File: src/rtl/stk_pkg.sv
package stk_pkg;

    localparam int unsigned BYTE_W  = 8;
    localparam int unsigned WORD_W  = 2 * BYTE_W;

    localparam logic [BYTE_W-1:0] SP_AT_RESET = 8'hFD;
    localparam logic [BYTE_W-1:0] FL_AT_RESET = 8'h24;
    localparam logic [BYTE_W-1:0] STACK_PAGE  = 8'h01;
    localparam logic [BYTE_W-1:0] PUSH_FORCE  = 8'h30;

    localparam int FL_C = 0;
    localparam int FL_Z = 1;
    localparam int FL_I = 2;
    localparam int FL_D = 3;
    localparam int FL_B = 4;
    localparam int FL_S = 5;
    localparam int FL_V = 6;
    localparam int FL_N = 7;

    typedef enum logic [3:0] {
        C_NONE    = 4'd0,
        C_PUSH_B  = 4'd1,
        C_PULL_B  = 4'd2,
        C_PUSH_W  = 4'd3,
        C_PULL_W  = 4'd4,
        C_PUSH_FL = 4'd5,
        C_PULL_FL = 4'd6,
        C_RETI    = 4'd7,
        C_SP2X    = 4'd8,
        C_X2SP    = 4'd9
    } stk_cmd_e;

    typedef enum logic [1:0] {
        S_IDLE,
        S_ACC,
        S_RD,
        S_FIN
    } stk_state_e;

    function automatic logic cmd_known(input logic [3:0] code);
        return (code >= 4'd1) && (code <= 4'd9);
    endfunction

    function automatic logic cmd_is_push(input stk_cmd_e c);
        return (c == C_PUSH_B) || (c == C_PUSH_W) || (c == C_PUSH_FL);
    endfunction

    function automatic logic cmd_is_pull(input stk_cmd_e c);
        return (c == C_PULL_B) || (c == C_PULL_W) || (c == C_PULL_FL) || (c == C_RETI);
    endfunction

    function automatic logic [1:0] cmd_bytes(input stk_cmd_e c);
        case (c)
            C_PUSH_B, C_PULL_B, C_PUSH_FL, C_PULL_FL: return 2'd1;
            C_PUSH_W, C_PULL_W:                       return 2'd2;
            C_RETI:                                   return 2'd3;
            default:                                  return 2'd0;
        endcase
    endfunction

endpackage

File: src/rtl/stk_ptr.sv
module stk_ptr
    import stk_pkg::*;
#(
    parameter logic [BYTE_W-1:0] PAGE   = STACK_PAGE,
    parameter logic [BYTE_W-1:0] RST_SP = SP_AT_RESET
) (
    input  logic              clk,
    input  logic              rst,
    input  logic              dec_en,
    input  logic              inc_en,
    input  logic              load_en,
    input  logic [BYTE_W-1:0] load_val,
    output logic [BYTE_W-1:0] sp,
    output logic [WORD_W-1:0] push_addr,
    output logic [WORD_W-1:0] pull_addr
);

    logic [BYTE_W-1:0] sp_q;
    logic [BYTE_W-1:0] sp_plus;

    assign sp_plus   = sp_q + 8'd1;
    assign sp        = sp_q;
    assign push_addr = {PAGE, sp_q};
    assign pull_addr = {PAGE, sp_plus};

    always_ff @(posedge clk) begin
        if (rst) begin
            sp_q <= RST_SP;
        end else if (load_en) begin
            sp_q <= load_val;
        end else if (dec_en) begin
            sp_q <= sp_q - 8'd1;
        end else if (inc_en) begin
            sp_q <= sp_plus;
        end
    end

    // the sequencer never asks for two pointer moves at once
    a_r4_one_move: assert property (@(posedge clk) disable iff (rst)
        $countones({dec_en, inc_en, load_en}) <= 1);

endmodule

File: src/rtl/stk_flags.sv
module stk_flags
    import stk_pkg::*;
#(
    parameter logic [BYTE_W-1:0] RST_FL = FL_AT_RESET
) (
    input  logic              clk,
    input  logic              rst,
    input  logic              alu_en,
    input  logic [BYTE_W-1:0] alu_mask,
    input  logic [BYTE_W-1:0] alu_val,
    input  logic              fop_en,
    input  logic [2:0]        fop_idx,
    input  logic              fop_val,
    input  logic              zn_en,
    input  logic [BYTE_W-1:0] zn_val,
    input  logic              load_en,
    input  logic [BYTE_W-1:0] load_val,
    output logic [BYTE_W-1:0] flags
);

    logic [BYTE_W-1:0] fl_q;
    logic [BYTE_W-1:0] fl_d;

    always_comb begin
        fl_d = fl_q;
        if (alu_en) begin
            fl_d = (fl_d & ~alu_mask) | (alu_val & alu_mask);
        end
        if (fop_en) begin
            fl_d[fop_idx] = fop_val;
        end
        if (zn_en) begin
            fl_d[FL_Z] = (zn_val == '0);
            fl_d[FL_N] = zn_val[BYTE_W-1];
        end
        if (load_en) begin
            fl_d = load_val;
        end
    end

    always_ff @(posedge clk) begin
        if (rst) begin
            fl_q <= RST_FL;
        end else begin
            fl_q <= fl_d;
        end
    end

    assign flags = fl_q;

    // a loaded flag byte never keeps bits 4 and 5
    a_r8_pull_drops_b: assert property (@(posedge clk) disable iff (rst)
        load_en |=> (fl_q[FL_S:FL_B] == 2'b00));

    // with no update source the register holds
    a_r10_quiet_holds: assert property (@(posedge clk) disable iff (rst)
        !(alu_en || fop_en || zn_en || load_en) |=> $stable(fl_q));

endmodule

File: src/rtl/stk_seq.sv
module stk_seq
    import stk_pkg::*;
(
    input  logic              clk,
    input  logic              rst,
    input  logic              cmd_valid,
    input  logic [3:0]        cmd_code,
    input  logic [WORD_W-1:0] cmd_word,
    input  logic [BYTE_W-1:0] x_in,
    input  logic [BYTE_W-1:0] sp,
    input  logic [BYTE_W-1:0] flags,
    input  logic [BYTE_W-1:0] mem_rdata,
    input  logic [WORD_W-1:0] push_addr,
    input  logic [WORD_W-1:0] pull_addr,
    output logic              mem_req,
    output logic              mem_we,
    output logic [WORD_W-1:0] mem_addr,
    output logic [BYTE_W-1:0] mem_wdata,
    output logic              sp_dec,
    output logic              sp_inc,
    output logic              sp_load,
    output logic [BYTE_W-1:0] sp_load_val,
    output logic              fl_load,
    output logic [BYTE_W-1:0] fl_load_val,
    output logic              zn_en,
    output logic [BYTE_W-1:0] zn_val,
    output logic              busy,
    output logic              done,
    output logic              x_we,
    output logic [BYTE_W-1:0] x_out,
    output logic [WORD_W-1:0] pull_data
);

    stk_state_e        state_q, state_d;
    stk_cmd_e          cmd_q;
    stk_cmd_e          cmd_in;
    logic [1:0]        step_q;
    logic [1:0]        last_q;
    logic [1:0]        slot;
    logic [WORD_W-1:0] word_q;
    logic [WORD_W-1:0] pd_q;
    logic [BYTE_W-1:0] x_q;
    logic [BYTE_W-1:0] wbyte;
    logic              accept;
    logic              fl_step;
    logic              last_step;

    assign cmd_in    = stk_cmd_e'(cmd_code);
    assign accept    = (state_q == S_IDLE) && cmd_valid && cmd_known(cmd_code);
    assign fl_step   = (cmd_q == C_PULL_FL) || ((cmd_q == C_RETI) && (step_q == 2'd0));
    assign slot      = (cmd_q == C_RETI) ? (step_q - 2'd1) : step_q;
    assign last_step = (step_q == last_q);

    always_comb begin
        case (cmd_q)
            C_PUSH_W:  wbyte = (step_q == 2'd0) ? word_q[WORD_W-1:BYTE_W] : word_q[BYTE_W-1:0];
            C_PUSH_FL: wbyte = flags | PUSH_FORCE;
            default:   wbyte = word_q[BYTE_W-1:0];
        endcase
    end

    always_comb begin
        state_d     = state_q;
        mem_req     = 1'b0;
        mem_we      = 1'b0;
        mem_addr    = pull_addr;
        mem_wdata   = '0;
        sp_dec      = 1'b0;
        sp_inc      = 1'b0;
        sp_load     = 1'b0;
        sp_load_val = x_in;
        fl_load     = 1'b0;
        fl_load_val = mem_rdata & ~PUSH_FORCE;
        zn_en       = 1'b0;
        zn_val      = sp;
        case (state_q)
            S_IDLE: begin
                if (accept) begin
                    if (cmd_in == C_SP2X) begin
                        zn_en   = 1'b1;
                        state_d = S_FIN;
                    end else if (cmd_in == C_X2SP) begin
                        sp_load = 1'b1;
                        state_d = S_FIN;
                    end else begin
                        state_d = S_ACC;
                    end
                end
            end
            S_ACC: begin
                mem_req = 1'b1;
                if (cmd_is_push(cmd_q)) begin
                    mem_we    = 1'b1;
                    mem_addr  = push_addr;
                    mem_wdata = wbyte;
                    sp_dec    = 1'b1;
                    state_d   = last_step ? S_FIN : S_ACC;
                end else begin
                    sp_inc  = 1'b1;
                    state_d = S_RD;
                end
            end
            S_RD: begin
                fl_load = fl_step;
                state_d = last_step ? S_FIN : S_ACC;
            end
            default: begin
                state_d = S_IDLE;
            end
        endcase
    end

    always_ff @(posedge clk) begin
        if (rst) begin
            state_q <= S_IDLE;
            cmd_q   <= C_NONE;
            step_q  <= '0;
            last_q  <= '0;
            word_q  <= '0;
            pd_q    <= '0;
            x_q     <= '0;
        end else begin
            state_q <= state_d;
            if (accept) begin
                cmd_q  <= cmd_in;
                step_q <= '0;
                last_q <= cmd_bytes(cmd_in) - 2'd1;
                word_q <= cmd_word;
                if (cmd_is_pull(cmd_in)) begin
                    pd_q <= '0;
                end
                if (cmd_in == C_SP2X) begin
                    x_q <= sp;
                end
            end
            if ((state_q == S_ACC) && mem_we) begin
                step_q <= step_q + 2'd1;
            end
            if (state_q == S_RD) begin
                if (!fl_step) begin
                    if (slot[0]) begin
                        pd_q[WORD_W-1:BYTE_W] <= mem_rdata;
                    end else begin
                        pd_q[BYTE_W-1:0] <= mem_rdata;
                    end
                end
                step_q <= step_q + 2'd1;
            end
        end
    end

    assign busy      = (state_q != S_IDLE);
    assign done      = (state_q == S_FIN);
    assign x_we      = done && (cmd_q == C_SP2X);
    assign x_out     = x_q;
    assign pull_data = pd_q;

    // a strobe while busy leaves the running command untouched
    a_r11_busy_holds_cmd: assert property (@(posedge clk) disable iff (rst)
        (busy && cmd_valid) |=> $stable(cmd_q));

    // done is a single-cycle pulse
    a_r12_done_pulse: assert property (@(posedge clk) disable iff (rst)
        done |=> !done);

    // every read request is followed by a data-capture cycle
    a_r12_read_then_capture: assert property (@(posedge clk) disable iff (rst)
        (mem_req && !mem_we) |=> (state_q == S_RD));

    // a pushed flag byte carries bits 4 and 5 set
    a_r7_push_fl_bits: assert property (@(posedge clk) disable iff (rst)
        (mem_req && mem_we && (cmd_q == C_PUSH_FL)) |-> (mem_wdata[FL_S:FL_B] == 2'b11));

endmodule

File: src/rtl/stack_status_unit.sv
module stack_status_unit
    import stk_pkg::*;
#(
    parameter logic [7:0] PAGE   = STACK_PAGE,
    parameter logic [7:0] RST_SP = SP_AT_RESET,
    parameter logic [7:0] RST_FL = FL_AT_RESET
) (
    input  logic        clk,
    input  logic        rst,
    input  logic        cmd_valid,
    input  logic [3:0]  cmd_code,
    input  logic [15:0] cmd_word,
    input  logic [7:0]  x_in,
    input  logic        fl_op_en,
    input  logic [2:0]  fl_op_idx,
    input  logic        fl_op_val,
    input  logic        alu_en,
    input  logic [7:0]  alu_mask,
    input  logic [7:0]  alu_flags,
    output logic        mem_req,
    output logic        mem_we,
    output logic [15:0] mem_addr,
    output logic [7:0]  mem_wdata,
    input  logic [7:0]  mem_rdata,
    output logic        busy,
    output logic        done,
    output logic [15:0] pull_data,
    output logic [7:0]  x_out,
    output logic        x_we,
    output logic [7:0]  sp_out,
    output logic [7:0]  status_out
);

    logic              sp_dec, sp_inc, sp_load;
    logic [BYTE_W-1:0] sp_load_val;
    logic              fl_load, zn_en;
    logic [BYTE_W-1:0] fl_load_val, zn_val;
    logic [WORD_W-1:0] push_addr, pull_addr;

    stk_ptr #(
        .PAGE   (PAGE),
        .RST_SP (RST_SP)
    ) u_ptr (
        .clk       (clk),
        .rst       (rst),
        .dec_en    (sp_dec),
        .inc_en    (sp_inc),
        .load_en   (sp_load),
        .load_val  (sp_load_val),
        .sp        (sp_out),
        .push_addr (push_addr),
        .pull_addr (pull_addr)
    );

    stk_flags #(
        .RST_FL (RST_FL)
    ) u_flags (
        .clk      (clk),
        .rst      (rst),
        .alu_en   (alu_en),
        .alu_mask (alu_mask),
        .alu_val  (alu_flags),
        .fop_en   (fl_op_en),
        .fop_idx  (fl_op_idx),
        .fop_val  (fl_op_val),
        .zn_en    (zn_en),
        .zn_val   (zn_val),
        .load_en  (fl_load),
        .load_val (fl_load_val),
        .flags    (status_out)
    );

    stk_seq u_seq (
        .clk         (clk),
        .rst         (rst),
        .cmd_valid   (cmd_valid),
        .cmd_code    (cmd_code),
        .cmd_word    (cmd_word),
        .x_in        (x_in),
        .sp          (sp_out),
        .flags       (status_out),
        .mem_rdata   (mem_rdata),
        .push_addr   (push_addr),
        .pull_addr   (pull_addr),
        .mem_req     (mem_req),
        .mem_we      (mem_we),
        .mem_addr    (mem_addr),
        .mem_wdata   (mem_wdata),
        .sp_dec      (sp_dec),
        .sp_inc      (sp_inc),
        .sp_load     (sp_load),
        .sp_load_val (sp_load_val),
        .fl_load     (fl_load),
        .fl_load_val (fl_load_val),
        .zn_en       (zn_en),
        .zn_val      (zn_val),
        .busy        (busy),
        .done        (done),
        .x_we        (x_we),
        .x_out       (x_out),
        .pull_data   (pull_data)
    );

    // writes hit the page at the current pointer
    a_r3_write_addr: assert property (@(posedge clk) disable iff (rst)
        (mem_req && mem_we) |-> (mem_addr == {PAGE, sp_out}));

    // reads hit the page at pointer plus one
    a_r3_read_addr: assert property (@(posedge clk) disable iff (rst)
        (mem_req && !mem_we) |-> (mem_addr == {PAGE, sp_out + 8'd1}));

    // a write leaves the pointer one lower
    a_r4_push_dec: assert property (@(posedge clk) disable iff (rst)
        (mem_req && mem_we) |=> (sp_out == $past(sp_out) - 8'd1));

    // a read leaves the pointer one higher
    a_r5_pull_inc: assert property (@(posedge clk) disable iff (rst)
        (mem_req && !mem_we) |=> (sp_out == $past(sp_out) + 8'd1));

endmodule

File: config.mk
export PLATFORM = sky130hd
export DESIGN_NAME = stack_status_unit
export DESIGN_NICKNAME = d
export VERILOG_FILES = /design/src/rtl/stk_pkg.sv /design/src/rtl/stk_ptr.sv /design/src/rtl/stk_flags.sv /design/src/rtl/stk_seq.sv /design/src/rtl/stack_status_unit.sv
export SDC_FILE = /design/constraint.sdc
export NUM_CORES = 1
export LEC_CHECK = 0
export BUFFER_PORTS_ARGS = -buffer_cell sky130_fd_sc_hd__buf_2
export CAP_MARGIN = 20
export CORE_MARGIN = 2
export CORE_UTILIZATION = 42
export DETAILED_ROUTE_END_ITERATION = 16
export PLACE_DENSITY = 0.72
export SLEW_MARGIN = 10
export SYNTH_ARGS = -nofsm -noshare
export SYNTH_HDL_FRONTEND = slang
export SYNTH_SLANG_ARGS = --single-unit
File: constraint.sdc
create_clock -name clk -period 1.88 [get_ports clk]
set_input_delay 0.188 -clock clk [delete_from_list [all_inputs] [get_ports clk]]
set_output_delay 0.188 -clock clk [all_outputs]
set_load 0.02 [all_outputs]
# Word level (Yosys, flattened, before mapping)
# Cells that the tools add are included.
classes:
  n_reduce_logical: 23
  bitwise_logic: 4
  muxes: 49
  magnitude_cmp: 4
  eq_ne: 20
  addsub: 5
ops:
  columns: ["op", "count"]
  rows:
  - ["$mux W8", 12]
  - ["$mux W16", 5]
  - ["$eq A4 B3 Y1 const B", 7]
  - ["$mux W2", 10]
  - ["$mux W1", 17]
  - ["$and A8 B8 Y8", 2]
  - ["$pmux W8 S2", 1]
  - ["$eq A4 B2 Y1 const B", 3]
  - ["$eq A4 B4 Y1 const B", 3]
  - ["$pmux W2 S3", 2]
  - ["$add A8 B1 Y8 const B", 1]
  - ["$bwmux W8", 1]
  - ["$eq A4 B1 Y1 const B", 2]
  - ["$logic_not A8 Y1", 1]
  - ["$not A8 Y8", 1]
  - ["$or A8 B8 Y8", 1]
  - ["$sub A8 B1 Y8 const B", 1]
  - ["$logic_and A1 B1 Y1", 7]
  - ["$logic_or A1 B1 Y1", 6]
  - ["$reduce_bool A3 Y1", 2]
  - ["$eq A2 B2 Y1 const B", 2]
  - ["$ge A4 B1 Y1 const B", 1]
  - ["$le A4 B4 Y1 const B", 1]
  - ["$logic_not A2 Y1", 2]
  - ["13 further kinds", 14]
totals:
  in_bits: 61
  register_bits: 66
  out_inout_bits: 69
  wordCells: 115

# Logic depth before layout (Yosys ltp)
# Gate-level depths: netlist (run 1).
depth:
  word_depth: 9
  mapped_depth: 9

# Cells and area by module
# From an unflattened synthesis (run 1), not the netlist that was laid out.
unflattened:
  cells_unflattened: 510
  hier_area_um2: 4166.5
by_module_without_submodules:
  columns: ["mod", "instances", "seq_area_each_um2", "area_per_inst_um2", "cells_each"]
  rows:
  - ["stk_seq", 1, 1001.0, 2716.4, 326]
  - ["stk_ptr", 1, 160.2, 844.6, 109]
  - ["stk_flags", 1, 160.2, 605.6, 75]

# Worst setup path after synthesis (run 1)
# OpenSTA, ideal clock, no wires.
synth_timing:
  kind: "register -> output"
  startpoint: "register u_seq.step_q[0]"
  endpoint: "output mem_wdata[0]"
  setup_slack_ns: -0.184
  t_arrival_ns: 1.876
  t_required_ns: 1.692
  stages_incl_launch_ff: 9
  path_cell_list: "dfxtp_1 -> clkbuf_1 -> inv_1 -> ha_1 -> and4b_1 -> buf_2 -> nor2_1 -> nand2_1 -> a21oi_1"
synth_via:
  elab_chain_cells: 5
synth_rtl:
  columns: ["element", "line", "text"]
  rows:
  - ["start: declaration", "stk_seq.sv:37", "logic [1:0] step_q;"]
  - ["start signal: assignment", "stk_seq.sv:137", "step_q <= step_q + 2'd1;"]
  - ["start signal: assignment", "stk_seq.sv:147", "step_q <= step_q + 2'd1;"]
  - ["$logic_not A2 Y1", "stk_seq.sv:56", "C_PUSH_W: wbyte = (step_q == 2'd0) ? word_q[WORD_W-1:BYTE_W] : word_q[BYTE_W-1:0];"]
  - ["$mux W8", "stk_seq.sv:56", null]
  - ["$pmux W8 S2", "stk_seq.sv:55", "case (cmd_q)"]
  - ["$mux W8", "stk_seq.sv:92", "if (cmd_is_push(cmd_q)) begin"]
  - ["$mux W8", "stk_seq.sv:76", "case (state_q)"]
  - ["end: declaration", "stack_status_unit.sv:23", "output logic [7:0] mem_wdata,"]
# No other way between the ends.

# Worst setup path in the final report (run 1)
layout_timing:
  startpoint: "register u_seq.step_q[0]"
  endpoint: "output mem_wdata[4]"
# Same word-level chain as after synthesis.

==> results.md, run 1 <==
Floorplanning:
- The floorplan row count is 33.
- The height of the die is 97.1 um.
- The die area is 9430 sq um.
- In this run the horizontal extent of the chip is 97.1 um.
- The placeable core region is 8300 sq um.
- The starting density of the core is 43.9%.
- 130 I/O pins were placed.

Layout:
- The number of diodes added for antenna fixing is 0.
- Counting the fill cells in the layout gives 726.
- Compared with the post-synthesis result, the final layout area differs by 43.5%.
- Leaving out fill and tap cells, the most frequent cells in the layout are sky130_fd_sc_hd__buf_2 (108), sky130_fd_sc_hd__nand2_1 (64), sky130_fd_sc_hd__dfxtp_1 (59), sky130_fd_sc_hd__buf_4 (57), sky130_fd_sc_hd__a21oi_1 (31).
- In the final layout, the share of cells above drive strength 1 is 40.3%.
- The fraction of the core area covered by cells at the end of the flow is 63.0%.
- Leaving out fill and tap cells, the most frequent cell in the layout is sky130_fd_sc_hd__buf_2.
- The number of nets in the finished design is 683.

Critical path:
- The startpoint type of the worst setup path is a flip-flop.
- The setup path with the least slack is of type reg2out.
- The worst setup path is captured at an output port.
- The worst path required time is 1.69 ns.
- The slack of the worst reg-to-reg path is 0.05 ns.
- The startpoint identified for the worst register-to-register timing path is u_seq.state_q[1].
- In this run the worst path has a maximum fanout of 4.
- For the worst setup path, the data arrival time is 1.80 ns.
- Tracing the worst setup path back leads to its startpoint at u_seq.step_q[0].

Flow run:
- Across the run, the number of max-cap violations was 0.

Synthesis:
- The synthesized netlist devotes 26.3% of its cell area to simple gates.
- The synthesized design devotes to its leading area cell type 36.3% of total area.
- The compound-cell area share of the yosys netlist is 20.1%.
- The number of cells produced by synthesis is 470.
- The post-synthesis share of cell area spent on full adders, half adders and majority gates is 1.65%.
- The number of synthesis warnings is 0.
- Of all flip-flops after synthesis, the portion carrying an async set or reset was 0%.
- Synthesis instantiated 58 different standard cells from the library.
- The synthesized area per cell is 7.75 sq um.
- The largest family of logic cells by synthesized area is simple AND/OR/NAND/NOR gates.
- In this run, synthesis inferred 0 flip-flops with an integrated enable.
- By area the synthesized netlist is led by sky130_fd_sc_hd__dfxtp_1 (36%), sky130_fd_sc_hd__nand2_1 (6.8%), sky130_fd_sc_hd__a21oi_1 (5.1%), sky130_fd_sc_hd__nand3_1 (3.8%), sky130_fd_sc_hd__nor2_1 (3.5%).
- Summed over all instances, the cell type with the most area after synthesis is sky130_fd_sc_hd__dfxtp_1.
- The number of register bits inferred by synthesis is 66.
- After synthesis, the share of cell area in mux cells is 4.23%.
- The most used flip-flop cell after synthesis is sky130_fd_sc_hd__dfxtp_1.
- The cell area that synthesis handed to floorplanning was 3640 sq um.
- The area share of xor/xnor cells in the synthesized design is 3.61%.
- The share of the Yosys chip area taken by registers is 36.3%.

Global route:
- The global-route congestion overflow total is 0.
- Entering global routing, the biggest net connects 29 pins.
- The first global-routing pass estimated 17.7 mm of wire.
- The via count of the first global-routing pass came to 3689.
- The initial antenna violation count was 0.
- The total global routing track utilization is 22.5%.

Power and ir drop:
- The final total power is 4.14 mW.
- The areal power density over the cells is 793 nW/um^2.
- The worst-case vdd ir drop is 0.441 mV.
- The leakage power is 2.26 nW.

Timing:
- Adding up every negative setup slack in the final design gives -0.587 ns.
- In the post-route analysis, the smallest setup slack over all paths is -0.110 ns.
- The number of endpoints with negative hold slack in the final report is 0.
- The number of slew-limit violations in the final report is 0.
- The share of the cycle needed by the critical path after routing is 106%.
- The count of endpoints failing setup in the final report is 9.
- Counting I/O delays and the setup requirement, the final critical path takes 1.99 ns.
- Setup repair after global routing could not meet its margin everywhere.
- The slew at the pin closest to its max-slew limit is 0.577 ns.
- Clock skew on the completed layout was measured at 0.00781 ns.
- The max-slew headroom at the worst pin is 61.5%.
- The timing-limited maximum frequency is 503 MHz.

Run status:
- The final reports fail on negative setup slack.
- The run finished, with violations left.

Clock network:
- Clock-pin slew was measured on the worst setup and hold paths at 0.08 ns.
- The number of buffers created by CTS is 9.
- Counting every sink on the clock net gives 66.
- At the later pin of the worst-skew pair, clock insertion delay measures 0.34 ns.
- The root buffer cell chosen for the clock tree is sky130_fd_sc_hd__clkbuf_8.
- The longest clock path from root to sink contains 2 buffers.
- The clock tree from TritonCTS is yes.
- The H-tree was split into 3 levels.

Routing:
- The average detailed-routed wire length per instance is 15.6 um.
- The routed design uses 567 um of met3 wire.
- The antenna violation net count after detailed routing is 0.
- In the detailed route, the total length drawn on met2 is 5.66 mm.
- Summing over every cut layer, the via total after detailed routing is 3971.
- The post-route DRC violation count is 0.
- The via density per instance is 5.45.
- Before antenna repair, the detailed router went through 5 iterations.
- The highest metal layer carrying signal wires in the routed design is met4.
- In this run, the number of DRC markers left after iteration 0 of detailed routing was 259.
- The routed length on met1 is 5.01 mm.
- The final layout contains routed wiring with a total length of 11.4 mm.

Place:
- Routability-driven placement finished with a final weighted congestion of 0.877.
- In this run the tool buffered the top-level ports with 121 buffer cells.
- Summed over all nets, the half-perimeter wirelength after detailed placement is 7.83 mm.

Hold path:
- The beginning of the worst hold path is cmd_word[8].
- The type of the most critical hold path is in2reg.
metrics by stage:
step / hold WS, ns / area [sq um] / instances / setup WS [ns]
2_1_floorplan: 0.306 / 3690 / 476 / 0.00389
3_3_place_gp: 0.422 / 4510 / 695 / 0.0591
3_5_place_dp: 0.432 / 4510 / 695 / 0.0251
4_1_cts: 0.0626 / 5000 / 723 / -0.120
5_1_grt: 0.0760 / 5230 / 728 / -0.147
6_report: 0.0788 / 5230 / 728 / -0.110
synthesized netlist by cell type, types with 11 or more instances:
cell type,instances
sky130_fd_sc_hd__o21ai_0,23
sky130_fd_sc_hd__nand2_1,66
sky130_fd_sc_hd__buf_2,11
sky130_fd_sc_hd__a22oi_1,11
sky130_fd_sc_hd__nand2b_1,13
sky130_fd_sc_hd__a21oi_1,37
sky130_fd_sc_hd__dfxtp_1,66
sky130_fd_sc_hd__mux2i_1,12
sky130_fd_sc_hd__nor2_1,34
sky130_fd_sc_hd__nor3_1,11
sky130_fd_sc_hd__clkbuf_1,27
sky130_fd_sc_hd__nand3_1,28
sequential cells by signal, summed over array words and instances, names as in the netlist:
name             count
u_seq.pull_data     16
u_seq.word_q        16
u_seq.step_q         2
u_seq.x_out          8
u_flags.flags        8
u_seq.last_q         2
u_ptr.sp             8
u_seq.state_q        2
u_seq.cmd_q          4
kinds of logic (layout without fill, tap and decap cells):
group / count (synthesis) / count (layout)
AO/OA/AOI/OAI: 115 / 116
adder cells (fa/ha/maj): 5 / 5
buffers and inverters: 59 / 205
XOR/XNOR: 15 / 15
multiplexers: 15 / 15
flip-flops: 66 / 66
AND/OR/NAND/NOR: 193 / 193
other: 2 / 8
routing by layer:
metal,up-vias,track usage [%]
li1,1944,-
met1,1884,28.8
met2,129,37.8
met3,14,5.18
met4,0,6.50
met5,-,0
area by class of cell:
cell class	count	area (sq um)	area share, %
Clock buffer	10	128	2.44
Clock inverter	6	115	2.20
Inverter	11	46.3	0.886
Multi-Input combinational cell	352	2340	44.9
Sequential cell	66	1330	25.5
Tap cell	105	131	2.51
Timing Repair Buffer	178	1130	21.6
worst paths after layout:
path | endpoint | depth (start not counted)
setup / recovery | mem_wdata[4] | 7
hold / removal | u_seq.word_q[8] | 3
setup reg to reg | u_flags.flags[2] | 6
hold reg to reg | u_seq.word_q[1] | 2
worst max-delay path: stages, from the launching register on:
cell and delay (ns):
sky130_fd_sc_hd__dfxtp_2 0.33, sky130_fd_sc_hd__inv_2 0.08, sky130_fd_sc_hd__ha_4 0.13, sky130_fd_sc_hd__and4b_2 0.34, sky130_fd_sc_hd__mux2_4 0.33, sky130_fd_sc_hd__nor2_4 0.08, sky130_fd_sc_hd__nor2_2 0.04, sky130_fd_sc_hd__buf_6 0.13
what timing repair did:
action	CTS	global route
endpoints found under the setup margin	17	43
gates resized for setup	44	38
setup buffers	12	4
pin swaps	8	14
cloned	0	1
hold buffers	0	0
report_power, final:
part           switching, mW  total, mW  internal, mW
logic                  0.640       1.12         0.481
clock network          0.568       1.45         0.886
registers             0.0802       1.57          1.49
total                   1.29       4.14          2.85
Note: power is estimated with default switching activity, not from simulation.
==> run 2, diff against run 1 <==
--- a/config.mk
+++ b/config.mk
@@ -10,7 +10,8 @@
 export CORE_MARGIN = 2
 export CORE_UTILIZATION = 42
 export DETAILED_ROUTE_END_ITERATION = 16
-export PLACE_DENSITY = 0.72
+export GPL_TIMING_DRIVEN = 0
+export PLACE_DENSITY = 0.69
 export SLEW_MARGIN = 10
 export SYNTH_ARGS = -nofsm -noshare
 export SYNTH_HDL_FRONTEND = slang
==> results.md, run 2 (synthesis gave the netlist of run 1 again) <==
Global route:
- The initial antenna violation count is 0 (unchanged).
- The pin count of the biggest net entering global routing came to 13 (-55%).
- The wire length of the first global-routing pass was 18.6 mm (+5.1%).
- The global-route congestion overflow total was 0 (unchanged).
- The via count of the first global-routing pass is 3747 (+1.6%).
- The total global routing track utilization was 23.9% (+1.5 points).

Routing:
- The via density per instance came to 5.55 (+1.8%).
- The iteration count of the initial detailed-routing pass came to 7 (+2).
- The detailed-route via count is 4060 (+2.2%).
- The antenna violation net count after detailed routing came to 0 (unchanged).
- The average detailed-routed wire length per instance is 16.3 um (+4.7%).
- The post-route DRC violation count was 0 (unchanged).
- The first-iteration detailed-routing DRC count came to 226 (-13%).
- The overall routed net length was 11.9 mm (+5.1%).

Timing:
- The count of endpoints failing setup in the final report is 12 (+3).
- The final period demand of the worst path is 2.03 ns (+0.0411 ns).
- The number of endpoints with negative hold slack in the final report is 0 (unchanged).
- The final worst slack is -0.151 ns (-0.0411 ns).
- The share of the cycle needed by the critical path after routing is 108% (+2.2 points).
- The slew at the pin closest to its max-slew limit is 0.693 ns (+0.116 ns).
- The worst hold slack after final layout was 0.0659 ns (-0.0128 ns).
- The max-slew headroom at the worst pin came to 53.8% (-7.7 points).
- The post-route clock skew is 0.0133 ns (+0.00553 ns).
- The timing-limited maximum frequency was 492 MHz (-2.0%).
- The number of slew-limit violations in the final report is 0 (unchanged).
- Setup repair after global routing could not meet its margin everywhere.

Clock network:
- The total number of clock tree sinks is 66 (unchanged).
- The clock network latency to the later pin of the worst-skew pair is 0.35 ns (about the same).
- The largest buffer count on any clock path is 2 (unchanged).
- The H-tree depth is 3 (unchanged).
- The clock tree from TritonCTS is yes.
- The clock root buffer master is sky130_fd_sc_hd__clkbuf_8.
- The clock transition at the registers of the reported paths is 0.08 ns (about the same).
- The number of buffers created by CTS is 9 (unchanged).

Layout:
- The register cell area after layout is 1350 sq um (+1.3%).
- The share of post-route cells with drive strength above 1 is 40.7% (+0.45 points).
- The synthesis-to-layout area growth is 45.4%.
- The leading cell type in the layout, fill and taps excluded is sky130_fd_sc_hd__buf_2.
- The fraction of the core area covered by cells at the end of the flow is 63.8% (+0.84 points).
- The top cell types in the final layout, fill and taps aside, are sky130_fd_sc_hd__buf_2 (106), sky130_fd_sc_hd__nand2_1 (60), sky130_fd_sc_hd__dfxtp_1 (53), sky130_fd_sc_hd__buf_4 (40), sky130_fd_sc_hd__nor2_1 (30).
- The area occupied by multi-input gates came to 2370 sq um (+1.0%).
- The number of diodes added for antenna fixing is 0 (unchanged).
- The number of nets in the finished design is 686 (+0.44%).
- The final standard cell count with taps included and fillers excluded is 731 (+0.41%).
- The fill cell total of the finished layout is 705 (-2.9%).

Power and ir drop:
- The worst-case vdd ir drop came to 0.443 mV (+0.51%).
- The leakage power came to 2.27 nW (+0.56%).
- The areal power density over the cells is 737 nW/um^2 (-7.0%).
- The final total power came to 3.90 mW (-5.8%).

Place:
- The post-placement setup slack is -0.436 ns (-0.461 ns).
- The count of buffers from port buffering was 116 (-4.1%).
- The cell count after placement is 697 (+0.29%).
- The HPWL after detailed placement is 7.97 mm (+1.7%).
- The placer congestion estimate is 0.902 (+2.9%).

Floorplanning:
- The die area was 9430 sq um (unchanged).
- The width of the die is 97.1 um (unchanged).
- The starting density of the core is 43.9% (unchanged).
- The floorplan row count came to 33 (unchanged).
- The height of the die is 97.1 um (unchanged).
- The total I/O pin count is 130 (unchanged).
- The placeable core region is 8300 sq um (unchanged).

Flow run:
- The number of max-cap violations is 0 (unchanged).

Run status:
- The checks that failed: negative setup slack.
- The run finished, with violations left.

Critical path:
- The startpoint identified for the worst register-to-register timing path is u_seq.state_q[0].
- The classification of the worst setup path is reg2out.
- The capture instance of the worst register-to-register path is u_flags.flags[7].
- The slack of the worst reg-to-reg path is -0.04 ns (-0.09 ns).
- The largest fanout on the critical path is 6 (+2).
- The nature of the critical path endpoint is an output port.
- STA classifies the critical path startpoint as a flip-flop.
- The worst path required time is 1.69 ns (about the same).
- The arrival time of data at the critical path endpoint is 1.84 ns (+0.04 ns).
- The number of cells on the worst reg-to-reg path is 6 (unchanged).

Hold path:
- The type of the most critical hold path is in2reg.
- The worst hold path terminates at u_flags.flags[2].
- In this run the most critical hold path is launched from mem_rdata[2].
- The number of cells on the worst hold path is 2 (-1).
-- run 2: worst max-delay path by stage --
stage              startpoint  cells past startpoint      endpoint
3_3_place_gp   u_seq.cmd_q[3]                      9  mem_wdata[7]
5_1_grt        u_seq.cmd_q[3]                      9  mem_wdata[3]
4_1_cts        u_seq.cmd_q[0]                      8  mem_wdata[4]
6_report       u_seq.cmd_q[3]                      9  mem_wdata[2]
2_1_floorplan  u_seq.cmd_q[3]                      8  mem_wdata[0]
3_5_place_dp   u_seq.cmd_q[3]                      9  mem_wdata[1]
-- run 2: final cells by class --
type / count / area share [%]
Buffer: 38 / 5.58
Clock buffer: 9 / 2.34
Clock inverter: 7 / 1.32
Inverter: 11 / 0.922
Multi-Input combinational cell: 351 / 44.7
Sequential cell: 66 / 25.5
Tap cell: 105 / 2.48
Timing Repair Buffer: 144 / 17.1
-- run 2: critical path, cell delays in order (launching register included) --
cell and delay (ns):
sky130_fd_sc_hd__dfxtp_4 0.38, sky130_fd_sc_hd__buf_6 0.11, sky130_fd_sc_hd__nand2b_4 0.13, sky130_fd_sc_hd__nor3b_4 0.05
sky130_fd_sc_hd__buf_6 0.12, sky130_fd_sc_hd__buf_16 0.13, sky130_fd_sc_hd__nor2_4 0.21, sky130_fd_sc_hd__nand2_1 0.09
sky130_fd_sc_hd__a21oi_2 0.13, sky130_fd_sc_hd__buf_4 0.15
-- run 2: per-stage QoR --
step	TNS [ns]	instance area [sq um]
2_1_floorplan	0	3690
3_3_place_gp	-7.62	4400
3_5_place_dp	-9.19	4400
4_1_cts	-1.81	5100
5_1_grt	-2.08	5300
6_report	-1.14	5300
-- run 2: power by group --
part | switching (mW) | internal, mW | total (mW) | leakage [nW]
clock | 0.580 | 0.609 | 1.19 | 0.0990
combinational | 0.634 | 0.482 | 1.12 | 1.63
sequential | 0.107 | 1.49 | 1.60 | 0.541
-- run 2: routing by layer --
metal,track usage [%],part of all wire (%),vias up
met5,0,0,-
met4,9.53,2.5,0
met3,4.24,7.3,31
met2,39.0,47,189
met1,31.4,43,1888
li1,-,-,1952
-- run 2: what timing repair did --
action / in CTS / in global routing
gates cloned: 2 / 2
hold buffers: 0 / 0
gates resized for setup: 90 / 47
setup buffers: 17 / 7
pin swaps: 18 / 28
endpoints found under the setup margin: 74 / 59
==> run 3, diff against run 2 <==
--- a/config.mk
+++ b/config.mk
@@ -5,13 +5,14 @@
 export SDC_FILE = /design/constraint.sdc
 export NUM_CORES = 1
 export LEC_CHECK = 0
-export BUFFER_PORTS_ARGS = -buffer_cell sky130_fd_sc_hd__buf_2
 export CAP_MARGIN = 20
 export CORE_MARGIN = 2
 export CORE_UTILIZATION = 42
 export DETAILED_ROUTE_END_ITERATION = 16
+export DONT_BUFFER_PORTS = 1
 export GPL_TIMING_DRIVEN = 0
-export PLACE_DENSITY = 0.69
+export MAX_ROUTING_LAYER = met4
+export PLACE_DENSITY = 0.56
 export SLEW_MARGIN = 10
 export SYNTH_ARGS = -nofsm -noshare
 export SYNTH_HDL_FRONTEND = slang
==> results.md, run 3 (synthesis gave the netlist of run 1 again) <==
Timing:
- The timing-limited maximum frequency is 501 MHz (+1.8%).
- The slew at the pin closest to its max-slew limit is 0.642 ns (-0.0511 ns).
- The share of the cycle needed by the critical path after routing was 106% (-1.9 points).
- The final period demand of the worst path is 2.00 ns (-0.0352 ns).
- Setup repair after global routing could not meet its margin everywhere.
- The final worst slack is -0.116 ns (+0.0352 ns).
- The max-slew headroom at the worst pin is 57.2% (+3.4 points).
- The number of endpoints with negative hold slack in the final report is 0 (unchanged).
- The count of endpoints failing setup in the final report was 9 (-3).
- The number of slew-limit violations in the final report was 0 (unchanged).
- The post-route clock skew is 0.0102 ns (-0.00311 ns).
- The accumulated negative setup slack is -0.752 ns (+0.390 ns).

Routing:
- The via density per instance was 5.72 (+3.0%).
- The antenna violation net count after detailed routing came to 0 (unchanged).
- The iteration count of the initial detailed-routing pass is 5 (-2).
- The overall routed net length was 11.8 mm (-1.0%).
- The average detailed-routed wire length per instance was 18.4 um (+13%).
- The post-route DRC violation count is 0 (unchanged).
- The first-iteration detailed-routing DRC count was 121 (-46%).
- The detailed-route via count came to 3674 (-9.5%).

Power and ir drop:
- The worst-case vdd ir drop is 0.329 mV (-26%).
- The areal power density over the cells was 738 nW/um^2 (+0.11%).
- The internal power of the cells came to 2.49 mW (-3.7%).
- The switching power of the nets came to 1.26 mW (-4.7%).
- The proportion of total power due to net switching is 33.6% (-0.23 points).
- The leakage power is 1.92 nW (-16%).
- The share of total power in the clock network is 29.8% (-0.7 points).
- The part of the total power dissipated in sequential elements is 44.1% (+3.2 points).
- The part of the total power dissipated in combinational logic came to 26.1% (-2.5 points).

Layout:
- The area occupied by multi-input gates is 2510 sq um (+6.0%).
- The register cell area after layout is 1360 sq um (+0.93%).
- The library cell used most frequently in the layout, excluding fill and tap cells, is sky130_fd_sc_hd__nand2_1.
- The fill cell total of the finished layout is 779 (+10%).
- The number of nets in the finished design is 599 (-13%).
- The number of diodes added for antenna fixing is 0 (unchanged).
- The library cells used most frequently in the layout, excluding fill and tap cells, are sky130_fd_sc_hd__nand2_1 (58), sky130_fd_sc_hd__dfxtp_1 (51), sky130_fd_sc_hd__buf_4 (31), sky130_fd_sc_hd__a21oi_1 (28), sky130_fd_sc_hd__nand3_1 (27).
- The share of post-route cells with drive strength above 1 is 29.4% (-11 points).
- The synthesis-to-layout area growth is 39.3%.

Clock network:
- The total number of clock tree sinks is 66 (unchanged).
- The clock network latency to the later pin of the worst-skew pair is 0.34 ns (about the same).
- TritonCTS built the clock tree.
- The H-tree depth is 3 (unchanged).
- The largest buffer count on any clock path came to 2 (unchanged).
- The clock transition at the registers of the reported paths is 0.07 ns (about the same).
- The number of buffers created by CTS came to 9 (unchanged).
- The clock root buffer master is sky130_fd_sc_hd__clkbuf_8.

Floorplanning:
- The floorplan row count is 33 (unchanged).
- The width of the die is 97.1 um (unchanged).
- The total I/O pin count is 130 (unchanged).
- The height of the die is 97.1 um (unchanged).
- The starting density of the core came to 43.9% (unchanged).
- The die area came to 9430 sq um (unchanged).
- The placeable core region is 8300 sq um (unchanged).

Global route:
- The wire length of the first global-routing pass is 18.0 mm (-2.9%).
- The global-route congestion overflow total is 0 (unchanged).
- The initial antenna violation count is 0 (unchanged).
- The via count of the first global-routing pass is 3438 (-8.2%).
- The total global routing track utilization is 24.3% (+0.35 points).
- The pin count of the biggest net entering global routing is 11 (-2).

Place:
- The post-placement setup slack is -0.455 ns (-0.0185 ns).
- The count of buffers from port buffering is 0 (-100%).
- The placer congestion estimate is 0.881 (-2.4%).
- The HPWL after detailed placement is 7.93 mm (-0.43%).

Run status:
- The final reports fail on negative setup slack.
- The flow ran to the end, but the final reports show violations.

Critical path:
- The arrival time of data at the critical path endpoint is 1.81 ns (-0.03 ns).
- In this design, the largest share of critical-path delay is due to simple AND/OR/NAND/NOR gates.
- The count of buffer and inverter cells on the critical path was 2 (-2).
- The worst path required time came to 1.69 ns (about the same).
- The critical path goes through inv_2 > ha_4 > and4b_2 > buf_6 > nor2_4 > nand2_2 > a21oi_4.
- The nature of the critical path endpoint is an output port.
- The startpoint type of the worst setup path is a flip-flop.
- The largest fanout on the critical path came to 6 (unchanged).
- Among all stages on the critical path, the largest delay is contributed by sky130_fd_sc_hd__dfxtp_4.
- The critical path in this run is classified as reg2out.
- The biggest cell delay along the critical path is 0.36 ns (-0.02 ns).

Flow run:
- The number of max-cap violations is 0 (unchanged).

Hold path:
- The min-delay analysis places its worst path in the category in2reg.
run 3: cell count changes in the layout (fill, tap and decap cells not counted), moves of 5 or more:
cell                            delta
sky130_fd_sc_hd__a21oi_4           +6
sky130_fd_sc_hd__nor2_1            -5
sky130_fd_sc_hd__buf_2            -99
sky130_fd_sc_hd__a21oi_2           -5
sky130_fd_sc_hd__buf_4             -9
sky130_fd_sc_hd__dlygate4sd3_1    +23
run 3: final cells by class:
type / instances / area share (%)
clock inverter: 2 / 0.247
timing repair buffer: 53 / 9.91
buffer: 42 / 6.78
tap: 105 / 2.59
multi-input combinational: 351 / 49.5
clock buffer: 12 / 3.25
inverter: 11 / 0.912
sequential: 66 / 26.8
run 3: timing repair:
| action | in CTS | in global routing |
|---|---|---|
| endpoints found under the hold margin | 23 | 0 |
| resized for setup | 126 | 34 |
| endpoints found under the setup margin | 73 | 64 |
| hold buffers | 23 | 0 |
| pin swaps | 27 | 31 |
| buffers inserted | 13 | 13 |
| gates cloned | 2 | 2 |
run 3: worst paths after layout:
check / cells past startpoint / end / startpoint / slack, ns
worst max-delay path: 7 / mem_wdata[7] / u_seq.step_q[1] / -0.12
worst min-delay path: 2 / u_flags.flags[6] / mem_rdata[6] / 0.02
worst max register to register: 7 / u_seq.x_out[6] / u_seq.state_q[0] / 0
worst min register to register: 2 / u_seq.word_q[9] / u_seq.word_q[9] / 0.46
run 3: power groups by stage:
stage	Clock [mW]	Sequential (mW)	Combinational, mW
final	1.12	1.65	0.979
after global routing	1.18	1.66	1.06
after CTS	1.12	1.64	0.889
after detailed placement	0	1.66	0.682
after global placement	0	1.66	0.673
after floorplan	0	1.63	0.558
run 3: metal layers:
metal | up-vias | GRT usage, % | share of wire, %
met5 | - | - | 0
li1 | 1776 | - | -
met4 | 0 | 6.72 | 1.4
met2 | 131 | 37.3 | 47
met3 | 16 | 5.97 | 6.7
met1 | 1751 | 32.0 | 45
run 3: through the flow:
| step | power (mW) | instance area [sq um] | utilization (%) | hold slack [ns] | instances |
|---|---|---|---|---|---|
| 6_report | 3.74 | 5070 | 61.1 | 0.0157 | 642 |
| 5_1_grt | 3.89 | 5070 | 61.1 | 0.00383 | 642 |
| 4_1_cts | 3.66 | 4850 | 58.4 | 0.00186 | 630 |
| 3_5_place_dp | 2.34 | 3820 | 46.0 | 0.315 | 581 |
| 3_3_place_gp | 2.33 | 3820 | 46.0 | 0.309 | 581 |
| 2_1_floorplan | 2.18 | 3690 | - | 0.306 | 476 |
run 3: worst register-to-register path: stages, from the launching register on:
cell                        delay (ns)
sky130_fd_sc_hd__dfxtp_2          0.33
sky130_fd_sc_hd__buf_6            0.13
sky130_fd_sc_hd__or3b_4           0.41
sky130_fd_sc_hd__or3_1            0.37
sky130_fd_sc_hd__buf_6            0.16
sky130_fd_sc_hd__clkbuf_16        0.16
sky130_fd_sc_hd__mux2i_1          0.16
sky130_fd_sc_hd__nor2_1           0.06
